===== src/rtl/audlink_pkg.sv =====
package audlink_pkg;

  typedef enum logic [1:0] {
    RK_NONE     = 2'b00,
    RK_COLD     = 2'b01,
    RK_WARM     = 2'b10,
    RK_NEW_WARM = 2'b11
  } restart_kind_e;

  typedef enum logic [2:0] {
    LS_COLD,
    LS_RUN,
    LS_GUARD,
    LS_WAITCLK,
    LS_DEEP
  } link_state_e;

  // Reference-clock cycles covering a duration, rounded up.
  function automatic int ns_to_ref_cycles(input int ref_khz, input int dur_ns);
    longint prod;
    prod = longint'(ref_khz) * longint'(dur_ns);
    return int'((prod + 64'd999_999) / 64'd1_000_000);
  endfunction

  // Counter width able to hold the value lim.
  function automatic int cnt_bits(input int lim);
    return (lim < 1) ? 1 : $clog2(lim + 1);
  endfunction

endpackage


===== src/rtl/audlink_sync2.sv =====
module audlink_sync2 #(
  parameter int W = 1
) (
  input  logic         clk,
  input  logic         por_n,
  input  logic [W-1:0] d,
  output logic [W-1:0] q
);
  logic [W-1:0] meta_q;
  logic [W-1:0] out_q;

  always_ff @(posedge clk or negedge por_n) begin
    if (!por_n) begin
      meta_q <= '0;
      out_q  <= '0;
    end else begin
      meta_q <= d;
      out_q  <= meta_q;
    end
  end

  assign q = out_q;
endmodule


===== src/rtl/audlink_hold_timer.sv =====
// Counts cycles for which hold stays high, saturating at LIMIT. The count
// survives the cycle in which hold drops, so a falling-edge decision in that
// cycle still sees the width of the pulse that just ended.
module audlink_hold_timer
  import audlink_pkg::*;
#(
  parameter int LIMIT = 25
) (
  input  logic clk,
  input  logic por_n,
  input  logic hold,
  output logic met
);
  localparam int CW = cnt_bits(LIMIT);
  localparam logic [CW-1:0] LIM = CW'(LIMIT);

  logic [CW-1:0] cnt_q;

  always_ff @(posedge clk or negedge por_n) begin
    if (!por_n)         cnt_q <= '0;
    else if (!hold)     cnt_q <= '0;
    else if (cnt_q < LIM) cnt_q <= cnt_q + 1'b1;
  end

  assign met = (cnt_q >= LIM);
endmodule


===== src/rtl/audlink_bclk_watch.sv =====
// Observes the synchronized bit clock: absence after ABSENT_CYC edgeless
// cycles, stability after STABLE_EDGES consecutive rising edges.
module audlink_bclk_watch
  import audlink_pkg::*;
#(
  parameter int ABSENT_CYC   = 16,
  parameter int STABLE_EDGES = 8
) (
  input  logic clk,
  input  logic por_n,
  input  logic bclk_s,
  output logic edge_seen,
  output logic absent,
  output logic stable,
  output logic resumed
);
  localparam int IW = cnt_bits(ABSENT_CYC);
  localparam int SW = cnt_bits(STABLE_EDGES);
  localparam logic [IW-1:0] IDLE_LIM = IW'(ABSENT_CYC);
  localparam logic [SW-1:0] RUN_LIM  = SW'(STABLE_EDGES);

  logic          bclk_q;
  logic [IW-1:0] idle_q;
  logic [SW-1:0] run_q;

  assign edge_seen = bclk_s & ~bclk_q;
  assign absent    = (idle_q >= IDLE_LIM);
  assign resumed   = edge_seen & absent;
  assign stable    = !absent && (run_q >= RUN_LIM);

  always_ff @(posedge clk or negedge por_n) begin
    if (!por_n) begin
      bclk_q <= 1'b0;
      idle_q <= IDLE_LIM;
      run_q  <= '0;
    end else begin
      bclk_q <= bclk_s;
      if (edge_seen)    idle_q <= '0;
      else if (!absent) idle_q <= idle_q + 1'b1;

      if (edge_seen) begin
        if (absent)              run_q <= SW'(1);
        else if (run_q < RUN_LIM) run_q <= run_q + 1'b1;
      end else if (absent) begin
        run_q <= '0;
      end
    end
  end
endmodule


===== src/rtl/audlink_reset_classifier.sv =====
module audlink_reset_classifier
  import audlink_pkg::*;
#(
  parameter int REF_KHZ      = 24576,
  parameter int COLD_MIN_NS  = 1000,
  parameter int WARM_MIN_NS  = 1000,
  parameter int GUARD_NS     = 163,
  parameter int ABSENT_CYC   = 16,
  parameter int STABLE_EDGES = 8
) (
  input  logic       clk,
  input  logic       por_n,
  input  logic       rst_pin_n,
  input  logic       sync_in,
  input  logic       bclk_in,
  input  logic       pd_enter,
  input  logic       nwr_disable,
  input  logic       secondary_mode,
  output logic       logic_rst,
  output logic       link_restart,
  output logic [1:0] restart_kind,
  output logic       clk_gen_en,
  output logic       link_en,
  output logic       deep_pd
);
  localparam int COLD_CYC  = ns_to_ref_cycles(REF_KHZ, COLD_MIN_NS);
  localparam int WARM_CYC  = ns_to_ref_cycles(REF_KHZ, WARM_MIN_NS);
  localparam int GUARD_CYC = ns_to_ref_cycles(REF_KHZ, GUARD_NS);

  // Synchronized pins: {bit clock, SYNC, reset pin}
  logic [2:0] pins_s;
  logic       bclk_s, sync_s, rstp_s;

  audlink_sync2 #(.W(3)) u_sync (
    .clk  (clk),
    .por_n(por_n),
    .d    ({bclk_in, sync_in, rst_pin_n}),
    .q    (pins_s)
  );
  assign {bclk_s, sync_s, rstp_s} = pins_s;

  // Edge detection on the synchronized pins
  logic rstp_q, sync_q;
  logic rst_rise, sync_fall, frame_start;

  always_ff @(posedge clk or negedge por_n) begin
    if (!por_n) begin
      rstp_q <= 1'b0;
      sync_q <= 1'b0;
    end else begin
      rstp_q <= rstp_s;
      sync_q <= sync_s;
    end
  end

  assign rst_rise    = rstp_s & ~rstp_q;
  assign sync_fall   = ~sync_s & sync_q;
  assign frame_start = sync_s & ~sync_q;

  // Bit-clock observation
  logic bclk_edge, bclk_absent, bclk_stable, bclk_resumed;

  audlink_bclk_watch #(
    .ABSENT_CYC  (ABSENT_CYC),
    .STABLE_EDGES(STABLE_EDGES)
  ) u_bclk (
    .clk      (clk),
    .por_n    (por_n),
    .bclk_s   (bclk_s),
    .edge_seen(bclk_edge),
    .absent   (bclk_absent),
    .stable   (bclk_stable),
    .resumed  (bclk_resumed)
  );

  // Pulse-width qualifiers
  link_state_e state_q, state_d;
  logic rst_low_met, sync_hi_met, guard_done;

  audlink_hold_timer #(.LIMIT(COLD_CYC)) u_cold_tmr (
    .clk  (clk),
    .por_n(por_n),
    .hold (~rstp_s),
    .met  (rst_low_met)
  );

  // SYNC width only accumulates while the bit clock is absent
  audlink_hold_timer #(.LIMIT(WARM_CYC)) u_warm_tmr (
    .clk  (clk),
    .por_n(por_n),
    .hold (sync_s & bclk_absent),
    .met  (sync_hi_met)
  );

  audlink_hold_timer #(.LIMIT(GUARD_CYC)) u_guard_tmr (
    .clk  (clk),
    .por_n(por_n),
    .hold (state_q == LS_GUARD),
    .met  (guard_done)
  );

  // Event qualification
  logic cold_arm, warm_primary, warm_secondary, nwr_armed;

  assign nwr_armed      = (state_q == LS_DEEP) && !nwr_disable;
  assign cold_arm       = rst_low_met && !nwr_armed && (state_q != LS_COLD);
  assign warm_primary   = !secondary_mode && sync_fall && sync_hi_met && bclk_absent;
  assign warm_secondary = secondary_mode && bclk_resumed;

  restart_kind_e kind_d, kind_q;
  logic          strobe_q;

  always_comb begin
    state_d = state_q;
    kind_d  = RK_NONE;
    unique case (state_q)
      LS_COLD: begin
        if (rst_rise) begin
          state_d = LS_WAITCLK;
          kind_d  = RK_COLD;
        end
      end
      LS_DEEP: begin
        if (nwr_armed && rst_rise) begin
          state_d = LS_WAITCLK;
          kind_d  = RK_NEW_WARM;
        end
      end
      LS_RUN: begin
        if (pd_enter) begin
          state_d = LS_DEEP;
        end else if (warm_primary) begin
          state_d = LS_GUARD;
          kind_d  = RK_WARM;
        end else if (warm_secondary) begin
          state_d = LS_WAITCLK;
          kind_d  = RK_WARM;
        end
      end
      LS_GUARD: begin
        if (guard_done) state_d = LS_WAITCLK;
      end
      LS_WAITCLK: begin
        if (bclk_stable && frame_start) state_d = LS_RUN;
      end
      default: state_d = LS_COLD;
    endcase
    // A qualified cold reset overrides everything else
    if (cold_arm) begin
      state_d = LS_COLD;
      kind_d  = RK_NONE;
    end
  end

  always_ff @(posedge clk or negedge por_n) begin
    if (!por_n) begin
      state_q  <= LS_COLD;
      kind_q   <= RK_NONE;
      strobe_q <= 1'b0;
    end else begin
      state_q  <= state_d;
      kind_q   <= kind_d;
      strobe_q <= (kind_d != RK_NONE);
    end
  end

  assign logic_rst    = (state_q == LS_COLD);
  assign link_en      = (state_q == LS_RUN);
  assign deep_pd      = (state_q == LS_DEEP);
  assign clk_gen_en   = !secondary_mode &&
                        ((state_q == LS_RUN) || (state_q == LS_WAITCLK));
  assign link_restart = strobe_q;
  assign restart_kind = kind_q;
endmodule


===== config.mk =====
export PLATFORM = sky130hd
export DESIGN_NAME = audlink_reset_classifier
export DESIGN_NICKNAME = d
export VERILOG_FILES = /design/src/rtl/audlink_pkg.sv /design/src/rtl/audlink_sync2.sv /design/src/rtl/audlink_hold_timer.sv /design/src/rtl/audlink_bclk_watch.sv /design/src/rtl/audlink_reset_classifier.sv
export SDC_FILE = /design/constraint.sdc
export NUM_CORES = 1
export LEC_CHECK = 0
export BUFFER_PORTS_ARGS = -buffer_cell sky130_fd_sc_hd__buf_2
export CORE_UTILIZATION = 31
export CTS_BUF_LIST = sky130_fd_sc_hd__clkbuf_4
export DETAILED_ROUTE_END_ITERATION = 10
export GPL_ROUTABILITY_DRIVEN = 0
export MAX_ROUTING_LAYER = met4
export PLACE_DENSITY = 0.57
export REMOVE_ABC_BUFFERS = 1
export SLEW_MARGIN = 40
export SYNTH_ARGS = -nofsm -noshare
export SYNTH_HDL_FRONTEND = slang
export SYNTH_HIERARCHICAL = 1
export SYNTH_SLANG_ARGS = --single-unit

===== constraint.sdc =====
create_clock -name clk -period 4.6 [get_ports clk]
set_input_delay 0.23 -clock clk [delete_from_list [all_inputs] [get_ports clk]]
set_output_delay 0.23 -clock clk [all_outputs]
set_load 0.03 [all_outputs]

* After elaboration in Yosys (flattened, before gate mapping)
Cells that the tools add are included.
** Word-level totals
- Input port bits :: 8
- Word-level logic and storage cells :: 101
- Register bits after elaboration :: 37
** Operators by class
- Magnitude comparators :: 9
- Add/subtract/negate cells :: 5
- Reduce and logical (&&, ||, !) cells :: 24
- Mux-type cells :: 28
- Bitwise operators :: 10
- Equality and inequality tests :: 12
** Operators by type and width (count)
- $mux W3 :: 10
- $mux W5 :: 6
- $mux W4 :: 4
- $add A5 B1 Y5 const B :: 3
- $ge A5 B5 Y1 const B :: 3
- $pmux W3 S5 :: 1
- $logic_and A1 B1 Y1 :: 11
- $lt A5 B5 Y1 const B :: 2
- $mux W2 :: 5
- $reduce_bool A2 Y1 :: 4
- $and A1 B1 Y1 :: 6
- $eq A3 B2 Y1 const B :: 2
- $ne A3 B1 Y1 const B :: 2
- $ne A3 B3 Y1 const B :: 2
- $pmux W2 S3 :: 1
- $ne A5 B2 Y1 const B :: 1
- $reduce_and A5 Y1 :: 1
- $add A4 B1 Y4 const B :: 1
- $ge A4 B4 Y1 const B :: 1
- $logic_not A1 Y1 :: 4
- $lt A4 B4 Y1 const B :: 1
- $ne A2 B2 Y1 const B :: 2
- $not A1 Y1 :: 4
- $add A3 B1 Y3 const B :: 1
- 10 further kinds :: 10

* Logic depth before layout (Yosys ltp)
Gate-level depths: netlist of the first run.
- Depth in word-level cells :: 10
- Gate-level depth with buffers :: 8
- Gate-level depth less buffers :: 8

* Hierarchy
The synthesis of the first run kept the hierarchy.
** Modules (own cells, without submodules)
- audlink_bclk_watch :: times used 1, seq. area each 251.5 um^2, cells an instance 47, area an instance 534.3 um^2
- audlink_hold_timer (u_cold_tmr ...) :: times used 2, seq. area each 125.1 um^2, cells an instance 30, area an instance 266.5 um^2
- audlink_reset_classifier :: times used 1, seq. area each 200.2 um^2, cells an instance 56, area an instance 528.0 um^2
- audlink_hold_timer (u_guard_tmr) :: times used 1, seq. area each 75.1 um^2, cells an instance 15, area an instance 162.7 um^2
- audlink_sync2 :: times used 1, seq. area each 150.1 um^2, cells an instance 6, area an instance 150.1 um^2

* Least setup slack after synthesis of the first run
OpenSTA, ideal clock, no wires.
- Path type :: flip-flop to flip-flop
- Start point :: register u_guard_tmr.cnt_q[0]
- End point :: register state_q[0]
- Cell stages (with the launch flop) :: 7
- Required time :: 4.471 ns
- Data arrival time :: 1.615 ns
- Setup time :: 0.129 ns
- Buffers on the path :: 0
- Setup slack :: 2.857 ns
- Cells stage by stage :: dfrtp_1 ha_1 o31a_1 nor2b_1 or4_4 a31oi_4 a211oi_2
** On the way
- Word-level cells in the longest chain between the ends :: 3
** Ends and longest elaborated chain
- start: declaration :: RTL line audlink_hold_timer.sv:17 : logic [CW-1:0] cnt_q;
- start signal: assignment :: RTL line audlink_hold_timer.sv:22 : else if (cnt_q < LIM) cnt_q <= cnt_q + 1'b1;
- $ge A3 B3 Y1 :: RTL line audlink_hold_timer.sv:25 : assign met = (cnt_q >= LIM);
- net guard_done :: RTL line audlink_reset_classifier.sv:78 : logic rst_low_met, sync_hi_met, guard_done;
- $ne A3 B3 Y1 (no line)
- $reduce_and A5 Y1 (no line)
- end signal: assignment :: RTL line audlink_reset_classifier.sv:161 : state_q <= state_d;
- end: declaration :: RTL line audlink_reset_classifier.sv:77 : link_state_e state_q, state_d;
The timed path passes the listed nets, and every way through them passes these cells.
A chain may end at the register's enable or synchronous reset.

* Worst setup path in the final report of the first run
- Start point :: register u_bclk.idle_q[4]
- End point :: register state_q[0]
** On the way
- Word-level cells in the longest chain between the ends :: 6
** Ends and longest elaborated chain
- start: declaration :: RTL line audlink_bclk_watch.sv:23 : logic [IW-1:0] idle_q;
- start signal: assignment :: RTL line audlink_bclk_watch.sv:39 : else if (!absent) idle_q <= idle_q + 1'b1;
- $ge A5 B5 Y1 :: RTL line audlink_bclk_watch.sv:27 : assign absent = (idle_q >= IDLE_LIM);
- $logic_not A1 Y1 :: RTL line audlink_bclk_watch.sv:29 : assign stable = !absent && (run_q >= RUN_LIM);
- $logic_and A1 B1 Y1 :: RTL line audlink_bclk_watch.sv:29
- net bclk_stable :: RTL line audlink_reset_classifier.sv:61 : logic bclk_edge, bclk_absent, bclk_stable, bclk_resumed;
- $logic_and A1 B1 Y1 :: RTL line audlink_reset_classifier.sv:144 : if (bclk_stable && frame_start) state_d = LS_RUN;
- $ne A3 B3 Y1 (no line)
- $reduce_and A5 Y1 (no line)
The timed path passes the listed nets, and every way through them passes these cells.

==> impl_results.md, run 1 <==
* Status: complete, no violations
* Final HPWL DP at ~2.3 mm
* Port buffer count at 14
* I/O pin count at 15
* Root Driver: clkbuf_4
* Drt total wl at around 3.3 mm
* Synth Instances at 184
* Htree depth at 2
* Worst R2R Setup Slack at 2.66 ns
* Starting Density at 32.2%
* Pre-CTS setup slack at ~2.7 ns
* Setup Skew at roughly 0.016 ns
* CORE AREA at between 5000 and 6000 um2
* CTS tree: done
* Max cap viols at 0
* Seq cells post-synth at 37
* Final Max Tran Viols at 0
* Hold path endpoint: state_q[2]$_DFFE_PN0P_
* HP Start: pd_enter
* Diodes inserted at 0
* Power, Total at around 940 uW
* Number of hold violations in the final report at 0
* Post-synth EDFFs at 0
* Max Freq at 516 MHz
* Final Critical Period at 1.94 ns
* Data arrival time of the worst path at between 2 and 2.5 ns
* Static Leak at around 0.95 nW
* Register area share after synthesis at about 49%
* Grt ovf at 0
* CP max stage cell: dfstp_2
* Slew margin rel. at around two thirds
* Clk sinks at 37
* Clock buffer depth at 2
* Share of layout cells above drive strength 1 at 18.1%
* R2r worst-path depth at 5
* Synth warnings at 6
* Post-route DRC at 0
* Slew at the pin with the worst max-slew slack at approximately 0.48 ns
* Std-Cell Rows at 28
* Max Fanout on Critical Path at 12
* Mapped cell area at between 1500 and 2000 um2
* Worst setup SP type: flop
* Hold/Removal Path Class: primary input to flop
* Average size of a mapped cell at approximately 10 um2
* 1st-pass router iterations at 4
* Initial antenna violation count at 0
* Final core occ at 36.3%
* R2R Path Start: u_bclk/idle_q[4]$_DFFE_PN1P_
* Number of routed nets with antenna violations at 0
* Worst Hold Depth at 3
* Synth unique cells at 46
* Nets at approximately 220
* Pwr per Cell Area at 438 nW/um2
* Detailed Route Iter0 Violations at 73
* Setup slack after layout at 2.66 ns
* Insertion delay to the later sink of the worst-skew pair at approximately 0.34 ns
* Area growth from synthesis to layout at 12.5%
* Primary FF master, synth: dfrtp_1
* Fill cells at 589
* Die Area at 6470 um2
* Worst Path Required at about 4.8 ns
* Peak supply drop at about 0.19 mV
* Global-route wire length before repair at between 5 and 6 mm
* Tot GR Track Use at around an eighth
* Max stage delay on crit path at ~0.66 ns
* Pin count of the biggest net entering global routing at 38
* Worst path buffer plus inverter count at 0
* Die width at between 80 and 90 um
* Asr flop ratio synth at between 90% and 100%
* Die Y at about 80 um
* DR vias/cell at approximately 4.7
* Final instance area at around 2100 um2
* RSZ-0062 raised after global routing: false
* Number of buffers created by CTS at 5
* Cell Chain, Critical Path: and2b_1 > and4b_1 > or4_4 > a31oi_4 > a211oi_2
* Top Family by Delay on Critical Path: simple AND/OR/NAND/NOR gates
* Total of cells resized after clock tree synthesis at 0
* Final setup TNS at 0 ns
* DR WL/cell at between 10 and 15 um
* Clk slew on worst S/H paths at between 0.1 and 0.15 ns
* Final period util at 42.1%
* Worst setup EP type: flop
* Critical R2R Capture: state_q[0]$_DFFE_PN0P_
* CP Class: flop to flop
* Vias in the first global route at 1275
* Final setup fails at 0
* Post-DP Area at between 2000 and 2500 um2
* Via count at between 1000 and 1500
-- area by class of cell --
| class | instances | area (um2) | share of cell area (%) |
|---|---|---|---|
| flip-flops and latches | 37 | 927 | 43.2 |
| multi-input cells | 127 | 878 | 40.9 |
| repair buffers | 18 | 113 | 5.24 |
| well taps | 75 | 93.8 | 4.37 |
| inverters | 14 | 55.1 | 2.56 |
| clock buffers | 6 | 45.0 | 2.10 |
| clock inverters | 2 | 35.0 | 1.63 |
-- worst max path at each step --
stage / endpoint / depth (start not counted) / startpoint / slack (ns)
2_1_floorplan: state_q[0]$_DFFE_PN0P_ / 5 / u_bclk/idle_q[4]$_DFFE_PN1P_ / 2.77
3_3_place_gp: state_q[0]$_DFFE_PN0P_ / 5 / u_bclk/idle_q[4]$_DFFE_PN1P_ / 2.71
4_1_cts: state_q[0]$_DFFE_PN0P_ / 5 / u_bclk/idle_q[4]$_DFFE_PN1P_ / 2.64
3_5_place_dp: state_q[0]$_DFFE_PN0P_ / 5 / u_bclk/idle_q[4]$_DFFE_PN1P_ / 2.68
5_1_grt: state_q[0]$_DFFE_PN0P_ / 5 / u_bclk/idle_q[4]$_DFFE_PN1P_ / 2.59
6_report: state_q[0]$_DFFE_PN0P_ / 5 / u_bclk/idle_q[4]$_DFFE_PN1P_ / 2.66
-- Yosys cell counts, types with 2 or more instances --
cell type	instances	area, um2
nor3_1	5	25.0
nor3b_2	2	25.0
nand2b_1	3	18.8
buf_6	3	33.8
ha_1	10	125
xnor2_1	3	26.3
a31oi_1	6	37.5
buf_2	2	10.0
and2_1	3	18.8
o31a_1	3	26.3
nand2_2	2	12.5
dfrtp_1	36	901
nor2b_1	4	25.0
nand2_1	8	30.0
a211oi_1	3	22.5
o211ai_1	2	15.0
o21ai_1	3	15.0
inv_1	13	48.8
nand3_1	6	30.0
nand4b_1	2	17.5
mux2i_1	2	20.0
o32ai_1	3	26.3
a21oi_1	4	20.0
xor2_1	2	17.5
o21ai_0	8	40.0
nor2_1	26	97.6
-- cell families after synthesis --
family	Yosys count	share of synthesized area, %
multiplexers	2	1.05
buffers and inverters	20	5.38
XOR/XNOR	5	2.30
adder cells (fa/ha/maj)	10	6.56
AND/OR/NAND/NOR	69	20.7
AO/OA/AOI/OAI	41	15.4
flip-flops	37	48.6
-- worst min-delay path: cells and delay by family --
| kind | cells | cell delay [ns] |
|---|---|---|
| AO/OA/AOI/OAI | 1 | 0.06 |
| buffers and inverters | 1 | 0.13 |
| AND/OR/NAND/NOR | 1 | 0.06 |
-- stage by stage --
step	std cells	hold slack, ns
finish	279	0.170
global route	279	0.177
global placement	267	0.336
detailed placement	267	0.227
CTS	279	0.168
floorplan	178	-0.0656
-- cell usage in the layout (no fill, tap or decap), types with 2 or more instances in the layout --
master	count
a21oi_1	4
a31oi_1	6
nand2b_1	3
xor2_1	2
a211oi_1	3
nor2_1	26
dlygate4sd3_1	4
o32ai_1	3
clkbuf_4	6
buf_2	13
xnor2_1	3
nor3_1	5
nand4b_1	2
nand2_2	2
o211ai_1	2
nand2_1	8
o21ai_1	3
o21ai_0	8
nor3b_2	2
ha_1	10
nand3_1	6
and2_1	3
mux2i_1	2
dfrtp_1	36
inv_1	13
o31a_1	3
nor2b_1	4
-- per-layer routing --
metal	track usage [%]	wire length [um]	vias up
li1	-	-	674
met1	16.3	1740	611
met2	17.3	1390	18
met3	3.86	144	5
met4	4.64	44	0
met5	-	0	-
-- what timing repair did --
action,CTS,global route
hold buffers,4,0
buffers inserted,0,0
setup endpoints to repair,0,0
hold endpoints to repair,39,0
-- registers in the layout, indices dropped and copies added, names as in the netlist --
register / flops
state_q: 3
u_sync/q: 3
rstp_q: 1
u_bclk/idle_q: 5
u_sync/meta_q: 3
sync_q: 1
u_cold_tmr/cnt_q: 5
u_bclk/bclk_q: 1
u_warm_tmr/cnt_q: 5
restart_kind: 2
link_restart: 1
u_guard_tmr/cnt_q: 3
u_bclk/run_q: 4
-- where the power goes --
group	total, mW	leakage [nW]	internal [mW]	switching, mW
registers	0.468	0.467	0.383	0.0848
logic	0.245	0.435	0.123	0.122
clock network	0.228	0.0456	0.120	0.108
total	0.941	0.948	0.626	0.315
No activity file was read; power rests on OpenSTA's default activity.
==> run 2: changes to the inputs <==
==> constraint.sdc (replaced) <==
create_clock -name clk -period 2 [get_ports clk]
set_input_delay 0.1 -clock clk [delete_from_list [all_inputs] [get_ports clk]]
set_output_delay 0.1 -clock clk [all_outputs]
set_load 0.03 [all_outputs]
==> run 2 against run 1 <==
Via count increased by 4.4%. Setup slack got worse by 2.5 ns. Clock skew shrank 0.0022 ns. Combinational power rose to 2.5 times the previous value. Register-to-register slack got worse by 2.5 ns. Clock-buffer cell count decreased by 1. Critical path depth up 2. Largest cell class unchanged.
==> impl_results.md, run 2 (synthesis results as in run 1) <==
* Status: complete, no violations
* CTS tree: done
* I/O pin count at 15
* Clk slew on worst S/H paths at between 0.1 and 0.15 ns
* Number of buffers created by CTS at 5
* Htree depth at 2
* RSZ-0062 raised after global routing: false
* Sw power at ~740 uW
* Worst setup EP type: flop
* Drt total wl at approximately 3.4 mm
* Final Critical Period at approximately 1.9 ns
* Grt ovf at 0
* Insertion delay to the later sink of the worst-skew pair at approximately 0.34 ns
* Port buffer count at 14
* Critical R2R Capture: state_q[0]$_DFFE_PN0P_
* Area growth from synthesis to layout at 12.8%
* Share of layout cells above drive strength 1 at 19.7%
* Final period util at between 90 and 100%
* Cell Chain, Critical Path: inv_1 > ha_1 > o31a_1 > nor2b_1 > or4_4 > a31oi_4 > a211oi_2
* Hold path endpoint: state_q[2]$_DFFE_PN0P_
* Vias in the first global route at 1338
* R2r worst-path depth at 7
* Die width at ~80 um
* Static Leak at approximately 0.95 nW
* Hold/Removal Path Class: primary input to flop
* Setup Skew at about 0.014 ns
* Postcts setup bufs at 0
* Final Max Tran Viols at 0
* Power, Total at between 2 and 2.5 mW
* Starting Density at between 30% and 40%
* Fill cells at around 600
* Multi-input gate area at ~900 um2
* DR vias/cell at slightly below 5
* Final HPWL DP at between 2 and 2.5 mm
* Worst R2R Setup Slack at ~0.15 ns
* Combinational share of power at 30.0%
* Root Driver: clkbuf_4
* CORE AREA at between 5000 and 6000 um2
* Initial antenna violation count at 0
* 1st-pass router iterations at 6
* DR WL/cell at approximately 12 um
* FF+latch area at 927 um2
* Final core occ at a little over a third
* Top Family by Delay on Critical Path: simple AND/OR/NAND/NOR gates
* Pint at 1.31 mW
* Tot GR Track Use at approximately an eighth
* R2R Path Start: u_guard_tmr/cnt_q[1]$_DFFE_PN0P_
* Detailed Route Iter0 Violations at 95
* CP max stage cell: or4_4
* Sequential power share at 50.8%
* Max stage delay on crit path at roughly 0.45 ns
* Max Freq at roughly 540 MHz
* Worst Path Required at 2.23 ns
* Data arrival time of the worst path at 2.08 ns
* Peak supply drop at slightly below 0.4 mV
* Die Y at 80.5 um
* Worst path buffer plus inverter count at 1
* Number of routed nets with antenna violations at 0
* Diodes inserted at 0
* Final instance area at roughly 2200 um2
* CP Class: flop to flop
* Post-route DRC at 0
* Final setup TNS at 0 ns
* Via count at between 1000 and 1500
* Std-Cell Rows at 28
* Total of cells resized after clock tree synthesis at 0
* Max Fanout on Critical Path at 6
* Sw frac at ~36%
* Nets at approximately 230
* Pin count of the biggest net entering global routing at 38
* Max cap viols at 0
* Final setup fails at 0
* Number of hold violations in the final report at 0
* Slew at the pin with the worst max-slew slack at 0.497 ns
* Most common cell after layout, fill and taps aside: dfrtp_1
* Commonest non-fill, non-tap cells in the layout: 36 x dfrtp_1, 26 x nor2_1, 13 x inv_1, 13 x buf_2, 10 x ha_1
* Slew margin rel. at approximately 67%
* Worst setup SP type: flop
* Pwr per Cell Area at between 900 and 1000 nW/um2
* Post-DP Area at 2060 um2
* Die Area at 6470 um2
* Clk pwr share at between 10% and 20%
* Clock buffer depth at 2
* Clk sinks at 37
* Hold Buf Count CTS at 4
* HP Start: pd_enter
* Global-route wire length before repair at a little over 6 mm
* Regs by FF count: u_bclk/idle_q (5), u_cold_tmr/cnt_q (5), u_warm_tmr/cnt_q (5)
* Worst Hold Depth at 3
==> run 2: changes by cell type in the layout (fill, tap and decap cells not counted) <==
cell,delta
clkinvlp_4,+1
clkinv_2,+1
buf_4,+4
clkbuf_4,-1
bufinv_16,-1
==> run 2: cell type report <==
class,instances,area share (%)
clock buffers,5,1.74
clock inverters,3,0.814
inverters,14,2.56
multi-input cells,127,40.8
flip-flops and latches,37,43.1
well taps,75,4.36
repair buffers,22,6.63
==> run 2: worst min-delay path, stage by stage <==
cell     delay [ns]
buf_2          0.13
nand2_1        0.06
a21oi_1        0.06
==> run 2: power groups by stage <==
stage / combinational, mW / sequential [mW] / clock, mW
after CTS: 0.625 / 1.05 / 0.411
after global placement: 0.605 / 1.06 / 0
after floorplan: 0.452 / 1.05 / 0
after detailed placement: 0.615 / 1.06 / 0
final: 0.616 / 1.04 / 0.393
after global routing: 0.709 / 1.07 / 0.445
==> run 2: routing by layer <==
metal | share of wire (%) | track usage, % | wire, um | up-vias
met5 | 0 | - | 0 | -
li1 | - | - | - | 687
met3 | 3.2 | 3.41 | 110 | 6
met4 | 1.4 | 5.36 | 48 | 0
met1 | 52 | 15.9 | 1780 | 655
met2 | 43 | 20.1 | 1480 | 18
==> run 2: worst max path at each step <==
| stage | depth (start not counted) | from | endpoint | slack [ns] |
|---|---|---|---|---|
| 2_1_floorplan | 5 | u_bclk/idle_q[4]$_DFFE_PN1P_ | state_q[0]$_DFFE_PN0P_ | 0.17 |
| 3_3_place_gp | 7 | u_guard_tmr/cnt_q[1]$_DFFE_PN0P_ | state_q[0]$_DFFE_PN0P_ | 0.20 |
| 3_5_place_dp | 7 | u_guard_tmr/cnt_q[1]$_DFFE_PN0P_ | state_q[0]$_DFFE_PN0P_ | 0.16 |
| 4_1_cts | 7 | u_guard_tmr/cnt_q[1]$_DFFE_PN0P_ | state_q[0]$_DFFE_PN0P_ | 0.14 |
| 5_1_grt | 8 | u_warm_tmr/cnt_q[1]$_DFFE_PN0P_ | state_q[1]$_DFFE_PN0P_ | 0.03 |
| 6_report | 7 | u_guard_tmr/cnt_q[1]$_DFFE_PN0P_ | state_q[0]$_DFFE_PN0P_ | 0.15 |
==> run 2: through the flow <==
step,hold slack (ns),worst slack [ns],instances
5_1_grt,0.0460,0.0271,283
4_1_cts,0.0310,0.143,283
2_1_floorplan,-0.196,0.172,178
3_5_place_dp,0.100,0.164,271
6_report,0.0390,0.146,283
3_3_place_gp,0.212,0.196,271
